==> src/rtl/rs485_dir_pkg.sv <==
// Shared definitions for the RS-485 direction controller.
// Assumes the configuration byte is eight bits wide with the field
// positions below; a neighbouring register decoder relies on them.
package rs485_dir_pkg;
    localparam int CFG_W    = 8;
    localparam int BIT_PRE  = 2;   // pre-send guard enable
    localparam int BIT_POST = 3;   // post-send guard enable
    localparam int BIT_EN   = 4;   // automatic direction enable
    localparam int BIT_INV  = 5;   // pin high while sending

    typedef enum logic [1:0] {
        ST_IDLE = 2'd0,
        ST_PRE  = 2'd1,
        ST_SEND = 2'd2,
        ST_POST = 2'd3
    } dir_state_e;
endpackage

==> src/rtl/rs485_cfg_reg.sv <==
// Configuration store with the equal-level rejection rule.
// Holds the byte, drops writes whose send and idle levels match, and
// masks the guard enables unless the port index equals GUARD_PORT.
// Assumes cfg_we is a single-cycle strobe in the clk domain.
module rs485_cfg_reg
    import rs485_dir_pkg::*;
#(
    parameter int          IDX_W      = 2,
    parameter int          GUARD_PORT = 0,
    parameter logic [CFG_W-1:0] RESET_CFG = '0
) (
    input  logic             clk,
    input  logic             rst_n,
    input  logic             cfg_we,
    input  logic [CFG_W-1:0] cfg_wdata,
    input  logic             lvl_send,
    input  logic             lvl_idle,
    input  logic [IDX_W-1:0] port_idx,
    output logic [CFG_W-1:0] cfg_q,
    output logic             en,
    output logic             inv,
    output logic             pre_en,
    output logic             post_en
);
    localparam logic [IDX_W-1:0] GUARD_IDX = IDX_W'(GUARD_PORT);

    logic             legal;
    logic [CFG_W-1:0] wr_byte;
    logic             guard_ok;

    // Build the byte to store: polarity comes from the requested send level.
    always_comb begin
        legal            = (lvl_send != lvl_idle);
        wr_byte          = cfg_wdata;
        wr_byte[BIT_INV] = lvl_send;
    end

    // Register the configuration; illegal writes leave it untouched.
    always_ff @(posedge clk) begin
        if (!rst_n) begin
            cfg_q <= RESET_CFG;
        end else if (cfg_we && legal) begin
            cfg_q <= wr_byte;
        end
    end

    // Decode fields; guards only count on the guard-capable port.
    always_comb begin
        guard_ok = (port_idx == GUARD_IDX);
        en       = cfg_q[BIT_EN];
        inv      = cfg_q[BIT_INV];
        pre_en   = cfg_q[BIT_PRE]  & guard_ok;
        post_en  = cfg_q[BIT_POST] & guard_ok;
    end
endmodule

==> src/rtl/rs485_guard_timer.sv <==
// Counts character ticks during a guard interval.
// done pulses on the tick that completes GUARD_CHARS ticks while run is
// high; the count clears whenever run is low, so each guard starts fresh.
// Assumes char_tick is a single-cycle pulse.
module rs485_guard_timer #(
    parameter int GUARD_CHARS = 4
) (
    input  logic clk,
    input  logic rst_n,
    input  logic run,
    input  logic tick,
    output logic done
);
    localparam int            CNT_W = $clog2(GUARD_CHARS + 1);
    localparam logic [CNT_W-1:0] LAST = CNT_W'(GUARD_CHARS - 1);

    logic [CNT_W-1:0] cnt;

    // Terminal condition: last tick of the interval.
    always_comb begin
        done = run && tick && (cnt == LAST);
    end

    // Advance on each tick while running, clear otherwise.
    always_ff @(posedge clk) begin
        if (!rst_n) begin
            cnt <= '0;
        end else if (!run || done) begin
            cnt <= '0;
        end else if (tick) begin
            cnt <= cnt + 1'b1;
        end
    end
endmodule

==> src/rtl/rs485_dir_fsm.sv <==
// Direction sequencer: idle, pre-send guard, sending, post-send guard.
// Leaves idle on transmitter activity, returns through the optional
// post guard once activity is gone, and drops to idle when disabled.
// Assumes tx_active already merges FIFO and shifter indications.
module rs485_dir_fsm
    import rs485_dir_pkg::*;
(
    input  logic       clk,
    input  logic       rst_n,
    input  logic       en,
    input  logic       pre_en,
    input  logic       post_en,
    input  logic       tx_active,
    input  logic       guard_done,
    output dir_state_e state,
    output logic       guard_run,
    output logic       drive
);
    dir_state_e state_nx;

    // Next-state decision.
    always_comb begin
        state_nx = state;
        if (!en) begin
            state_nx = ST_IDLE;
        end else begin
            unique case (state)
                ST_IDLE: if (tx_active) state_nx = pre_en ? ST_PRE : ST_SEND;
                ST_PRE:  if (guard_done) state_nx = ST_SEND;
                ST_SEND: if (!tx_active) state_nx = post_en ? ST_POST : ST_IDLE;
                ST_POST: begin
                    if (tx_active)       state_nx = ST_SEND;
                    else if (guard_done) state_nx = ST_IDLE;
                end
                default: state_nx = ST_IDLE;
            endcase
        end
    end

    // State register.
    always_ff @(posedge clk) begin
        if (!rst_n) state <= ST_IDLE;
        else        state <= state_nx;
    end

    // Guard timer runs in pre-send, and in post-send only while quiet.
    always_comb begin
        guard_run = (state == ST_PRE) || ((state == ST_POST) && !tx_active);
        drive     = (state != ST_IDLE);
    end
endmodule

==> src/rtl/rs485_dir_ctrl.sv <==
// Top of the RS-485 automatic driver-direction controller.
// Combines the configuration store, the guard timer and the sequencer,
// and forms the RTS pin, the busy flag and the transmit permission.
// Assumes all inputs are synchronous to clk.
module rs485_dir_ctrl
    import rs485_dir_pkg::*;
#(
    parameter int IDX_W       = 2,
    parameter int GUARD_PORT  = 0,
    parameter int GUARD_CHARS = 4
) (
    input  logic             clk,
    input  logic             rst_n,
    input  logic             cfg_we,
    input  logic [CFG_W-1:0] cfg_wdata,
    input  logic             lvl_send,
    input  logic             lvl_idle,
    input  logic [IDX_W-1:0] port_idx,
    input  logic             mcr_rts,
    input  logic             tx_fifo_nonempty,
    input  logic             tx_shift_busy,
    input  logic             char_tick,
    output logic             rts_o,
    output logic             busy_o,
    output logic             tx_allow_o
);
    logic [CFG_W-1:0] cfg_q;
    logic             cfg_en, cfg_inv, cfg_pre, cfg_post;
    logic             tx_active;
    logic             guard_run, guard_done, drive;
    dir_state_e       state;

    // Transmitter is active while data waits or a character is on the wire.
    always_comb begin
        tx_active = tx_fifo_nonempty | tx_shift_busy;
    end

    rs485_cfg_reg #(
        .IDX_W      (IDX_W),
        .GUARD_PORT (GUARD_PORT),
        .RESET_CFG  ('0)
    ) u_cfg (
        .clk       (clk),
        .rst_n     (rst_n),
        .cfg_we    (cfg_we),
        .cfg_wdata (cfg_wdata),
        .lvl_send  (lvl_send),
        .lvl_idle  (lvl_idle),
        .port_idx  (port_idx),
        .cfg_q     (cfg_q),
        .en        (cfg_en),
        .inv       (cfg_inv),
        .pre_en    (cfg_pre),
        .post_en   (cfg_post)
    );

    rs485_guard_timer #(
        .GUARD_CHARS (GUARD_CHARS)
    ) u_guard (
        .clk   (clk),
        .rst_n (rst_n),
        .run   (guard_run),
        .tick  (char_tick),
        .done  (guard_done)
    );

    rs485_dir_fsm u_fsm (
        .clk        (clk),
        .rst_n      (rst_n),
        .en         (cfg_en),
        .pre_en     (cfg_pre),
        .post_en    (cfg_post),
        .tx_active  (tx_active),
        .guard_done (guard_done),
        .state      (state),
        .guard_run  (guard_run),
        .drive      (drive)
    );

    // Pin and status forming: automatic mode versus modem-control pass-through.
    always_comb begin
        if (cfg_en) begin
            rts_o      = drive ? cfg_inv : ~cfg_inv;
            busy_o     = drive;
            tx_allow_o = (state == ST_SEND);
        end else begin
            rts_o      = ~mcr_rts;
            busy_o     = 1'b0;
            tx_allow_o = 1'b1;
        end
    end
endmodule

==> config.mk <==
export PLATFORM = sky130hd
export DESIGN_NAME = rs485_dir_ctrl
export DESIGN_NICKNAME = d
export VERILOG_FILES = /design/src/rtl/rs485_dir_pkg.sv /design/src/rtl/rs485_cfg_reg.sv /design/src/rtl/rs485_guard_timer.sv /design/src/rtl/rs485_dir_fsm.sv /design/src/rtl/rs485_dir_ctrl.sv
export SDC_FILE = /design/constraint.sdc
export NUM_CORES = 1
export LEC_CHECK = 0
export ABC_AREA = 1
export ABC_CLOCK_PERIOD_IN_PS = 2550
export BUFFER_PORTS_ARGS = -buffer_cell sky130_fd_sc_hd__buf_2
export CAP_MARGIN = 20
export CORE_MARGIN = 2
export CORE_UTILIZATION = 40
export DETAILED_ROUTE_END_ITERATION = 10
export GPL_TIMING_DRIVEN = 0
export REMOVE_ABC_BUFFERS = 1
export SLEW_MARGIN = 20
export SYNTH_ARGS = -nofsm -noshare
export SYNTH_HDL_FRONTEND = slang
export SYNTH_HIERARCHICAL = 1
export SYNTH_SLANG_ARGS = --single-unit
==> constraint.sdc <==
create_clock -name clk -period 2.55 [get_ports clk]
set_clock_uncertainty 0.15 [all_clocks]
set_input_delay 0.3825 -clock clk [delete_from_list [all_inputs] [get_ports clk]]
set_output_delay 0.3825 -clock clk [all_outputs]
set_load 0.01 [all_outputs]
# Word-level counts from Yosys, hierarchy flattened
# Cells that the tools add are included.
# Widths: inputs -> output; s select.
# classes
n_addsub	1
eq_ne	9
mux	12
bitwise	6
n_reduce_logical	14
# op_table
op	n
$mux 2	7
$pmux 2 s4	1
$eq 2x2->1 const B	2
$logic_and 1x1->1	4
$logic_not 2->1	2
$mux 1	4
$ne 2x2->1 const B	2
$reduce_and 4->1	1
$add 3x1->3 const B	1
$eq 3x2->1 const B	1
$ne 3x2->1 const B	1
$not 1->1	3
$and 1x1->1	2
$eq 2x1->1 const B	1
$logic_not 1->1	2
$logic_or 1x1->1	2
$ne 2x1->1 const B	1
$reduce_and 2->1	1
$reduce_bool 2->1	1
$reduce_or 2->1	1
$ne 1x1->1	1
$or 1x1->1	1
# word_totals
ff_bits	11
in_bits	19
out_inout_bits	3
word_cells	45

# Longest topological paths before layout
# logic_depth
word_depth	9
mapped_depth	11
mapped_depth_nobuf	11

# Cells and area by module
# The synthesis kept the hierarchy.
# by_module_without_submodules
mod	instances	cells_each	area_per_inst_um2	seq_area_each_um2
rs485_cfg_reg	1	60	426.7	160.2
rs485_dir_fsm	1	38	203.9	40.0
rs485_guard_timer	1	25	173.9	60.1
rs485_dir_ctrl	1	13	55.1	0.0

# Worst setup path before layout
# OpenSTA, ideal clock, no wires.
# synth_timing
kind	input to register
startpoint	input tx_shift_busy
endpoint	register u_fsm.state[1]
setup_ns	0.113
t_arrival_ns	1.539
required_time_ns	2.287
slack_ns	0.748
cell_stages	11
cell_sequence	or2_2 -> a21oi_1 -> inv_1 -> nor2_1 -> inv_1 -> nand3_1 -> nand2_1 -> nor2_1 -> nand2_1 -> nand2_1 -> nor2_1
# synth_between
elab_chain_len	8
# synth_rtl
element	line_no	text
start, declared	rs485_dir_ctrl.sv:21	input logic tx_shift_busy,
$or 1x1->1 (*)	rs485_dir_ctrl.sv:35	tx_active = tx_fifo_nonempty | tx_shift_busy;
$logic_not 1->1 (*)	-	
$logic_and 1x1->1 (*)	rs485_dir_fsm.sv:48	guard_run = (state == ST_PRE) || ((state == ST_POST) && !tx_active);
$logic_or 1x1->1 (*)	rs485_dir_fsm.sv:48	
named net guard_run	rs485_dir_ctrl.sv:30	logic guard_run, guard_done, drive;
$logic_and 1x1->1 (*) (2 in a row)	rs485_guard_timer.sv:21	done = run && tick && (cnt == LAST);
named net guard_done	rs485_dir_ctrl.sv:30	
$ne 3x2->1 (no source line) or $ne 2x2->1 (tied branches)	-	
$reduce_and 4->1 (no source line) (*)	-	
end signal, assigned	rs485_dir_fsm.sv:43	else state <= state_nx;
end, declared	rs485_dir_fsm.sv:15	output dir_state_e state,
# Mark *: on every way through the listed nets, which the timed path passes. The rest lies on a longest branch.
# A chain may end at the register's enable or synchronous reset.

# Worst setup path in the final report
# layout_timing
startpoint	register u_fsm.state[1]
endpoint	output rts_o
# layout_between
elab_chain_len	3
# layout_rtl
element	line_no	text
$reduce_bool 2->1	rs485_dir_fsm.sv:49	drive = (state != ST_IDLE);
named net drive	rs485_dir_ctrl.sv:30	
$mux 1	rs485_dir_ctrl.sv:83	rts_o = drive ? cfg_inv : ~cfg_inv;
$mux 1	rs485_dir_ctrl.sv:82	if (cfg_en) begin
end, declared	rs485_dir_ctrl.sv:23	output logic rts_o,
# The timed path passes the listed nets, and every way through them passes these cells.

==> flow_metrics.tcl <==
set metrics [dict create \
    synth.avg_cell_area_um2 6.18 \
    grt_most_used_layer "met2" \
    period_needed_ps 1910 \
    grt_util_met2_pct 22.9 \
    rr_startpoint "u_fsm/state[0]" \
    die_width_um 45.2 \
    start_util_pct 44.1 \
    htree_levels 1 \
    peakVddDrop_mv 0.246 \
    core_um2 1540 \
    rows 14 \
    regToRegSetupSlack_ps 840 \
    area_growth_pct 15.7 \
    layout_commonest_cell "nand2_1" \
    clk_pin_slew_ps 60 \
    drtPass1Iterations 4 \
    power.total_mw 0.325 \
    grt_pass1_wl_mm 2.10 \
    numCtsBuffers 3 \
    cts_resized 0 \
    tritoncts "built" \
    cp-endpoint "rts_o" \
    dp_hpwl_um 911 \
    most-common-layout-cells "nand2_1, inv_1, nor2_1" \
    grt_antenna_before_repair 0 \
    insertion_delay_ps 260 \
    setup_viol 0 \
    rr_worst_depth 11 \
    fill_cells 160 \
    maxSlewHeadroom_pct 77.6 \
    synthCells 110 \
    final_nets 149 \
    gp_congestion 0.779 \
    grt_usage_pct 14.5 \
    drive_gt1_share_pct 24.4 \
    crit_arrival_ps 1380 \
    multiInputGateArea_um2 389 \
    whs_path_depth 3 \
    dieArea_um2 2040 \
    critPathKind "reg2out" \
    pwr-share-clk_pct 34.5 \
    post-place-ws_ps 513 \
    tns_ps 0 \
    grt_pass1_vias 550 \
    cts_setup_buffers 0 \
    required_ps 2020 \
    clk_path_buf_depth 2 \
    drv_slew 0 \
    min_path_type "in2reg" \
    grt_max_degree 12 \
    cts.sinks 9 \
    rsz0062_at_grt "no" \
    ant_nets 0 \
    combPwrFrac_pct 18.7 \
    intPower_mw 0.233 \
    p_seq_share_pct 46.8 \
    cts_root_buf "clkbuf_4" \
    viasPerCell 4.47 \
    worstSetupStartpointType "flip-flop" \
    netlist_area_um2 679 \
    ff_latch_area_um2 180 \
    grt_util_met3_pct 3.60 \
    worst-slew-pin-transition_ps 335 \
    io_pins 22 \
    r2r-end "u_fsm/state[1]" \
    p_leak_nw 0.430 \
    hold_viol 0 \
    fp.dieH_um 45.2 \
    p_sw_share_pct 28.2 \
    wl_mm 1.17 \
    drt-initial-drc-count 11 \
    grt_use_met1_pct 16.3 \
    fin_crit_sh_pct 74.8 \
    diodes 0 \
    end_kind "output pin" \
    drcViolationCount 0 \
    setup_ws_ps 642 \
    yosys_warnings 6 \
    p_switching_mw 0.0914 \
    status "finished clean" \
    vias 639 \
    port_buffers 16 \
    critPathLaunch "u_fsm/state[1]" \
    powerDensity_nw_per_um2 413 \
    gr-total-overflow 0 \
    maxCapViolations 0 \
    post_cts_hold_buffer_count 0 \
    timing.fmax_mhz 524 \
    crit_path_max_fanout 11 \
    wire_per_inst_um 8.18 \
]
state kept, by name, indices dropped and copies added (netlist names):
register,count
u_guard/cnt,3
u_cfg/cfg_q,4
u_fsm/state,2
power groups by stage:
stage / logic [mW] / clock network (mW) / registers [mW]
global route: 0.0701 / 0.123 / 0.153
floorplan: 0.0387 / 0 / 0.154
finish: 0.0607 / 0.112 / 0.152
global placement: 0.0599 / 0 / 0.155
detailed placement: 0.0610 / 0 / 0.155
CTS: 0.0614 / 0.115 / 0.152
area by class of cell:
class | count | share of cell area, %
Tap cell | 16 | 2.55
Inverter | 24 | 11.5
Multi-Input combinational cell | 74 | 49.5
Timing Repair Buffer | 16 | 10.2
Sequential cell | 9 | 22.9
Clock buffer | 4 | 3.34
stage by stage:
stage | utilization, % | hold slack, ps | area [µm²] | cells
3_5_place_dp | 49.3 | 317 | 759 | 139
2_1_floorplan | - | 297 | 659 | 107
3_3_place_gp | 49.3 | 313 | 759 | 139
5_1_grt | 51.0 | 258 | 786 | 143
6_report | 51.0 | 246 | 786 | 143
4_1_cts | 51.0 | 242 | 786 | 143
worst max-delay path, stage by stage, from the launching register on:
cell and delay [ps]:
dfxtp_1 520, nor2_2 100, inv_1 130, inv_1 60
nand2_1 50, nand2_1 40, nand2_1 50, nand2_1 40
buf_2 130
worst min path at each step:
stage | from | end | slack (ps)
3_3_place_gp | u_cfg/cfg_q[2] | u_cfg/cfg_q[2] | 310
4_1_cts | rst_n | u_cfg/cfg_q[2] | 240
2_1_floorplan | u_cfg/cfg_q[2] | u_cfg/cfg_q[2] | 300
3_5_place_dp | u_cfg/cfg_q[3] | u_cfg/cfg_q[3] | 320
5_1_grt | rst_n | u_cfg/cfg_q[2] | 260
6_report | rst_n | u_cfg/cfg_q[2] | 250
layer usage:
metal / wire length (µm) / share of wire (%) / vias to the layer above
met1: 554 / 47 / 252
met4: 31 / 2.6 / 0
li1: - / - / 364
met3: 78 / 6.7 / 4
met5: 0 / 0 / -
met2: 505 / 43 / 19
No activity file was read; power rests on OpenSTA's default activity.
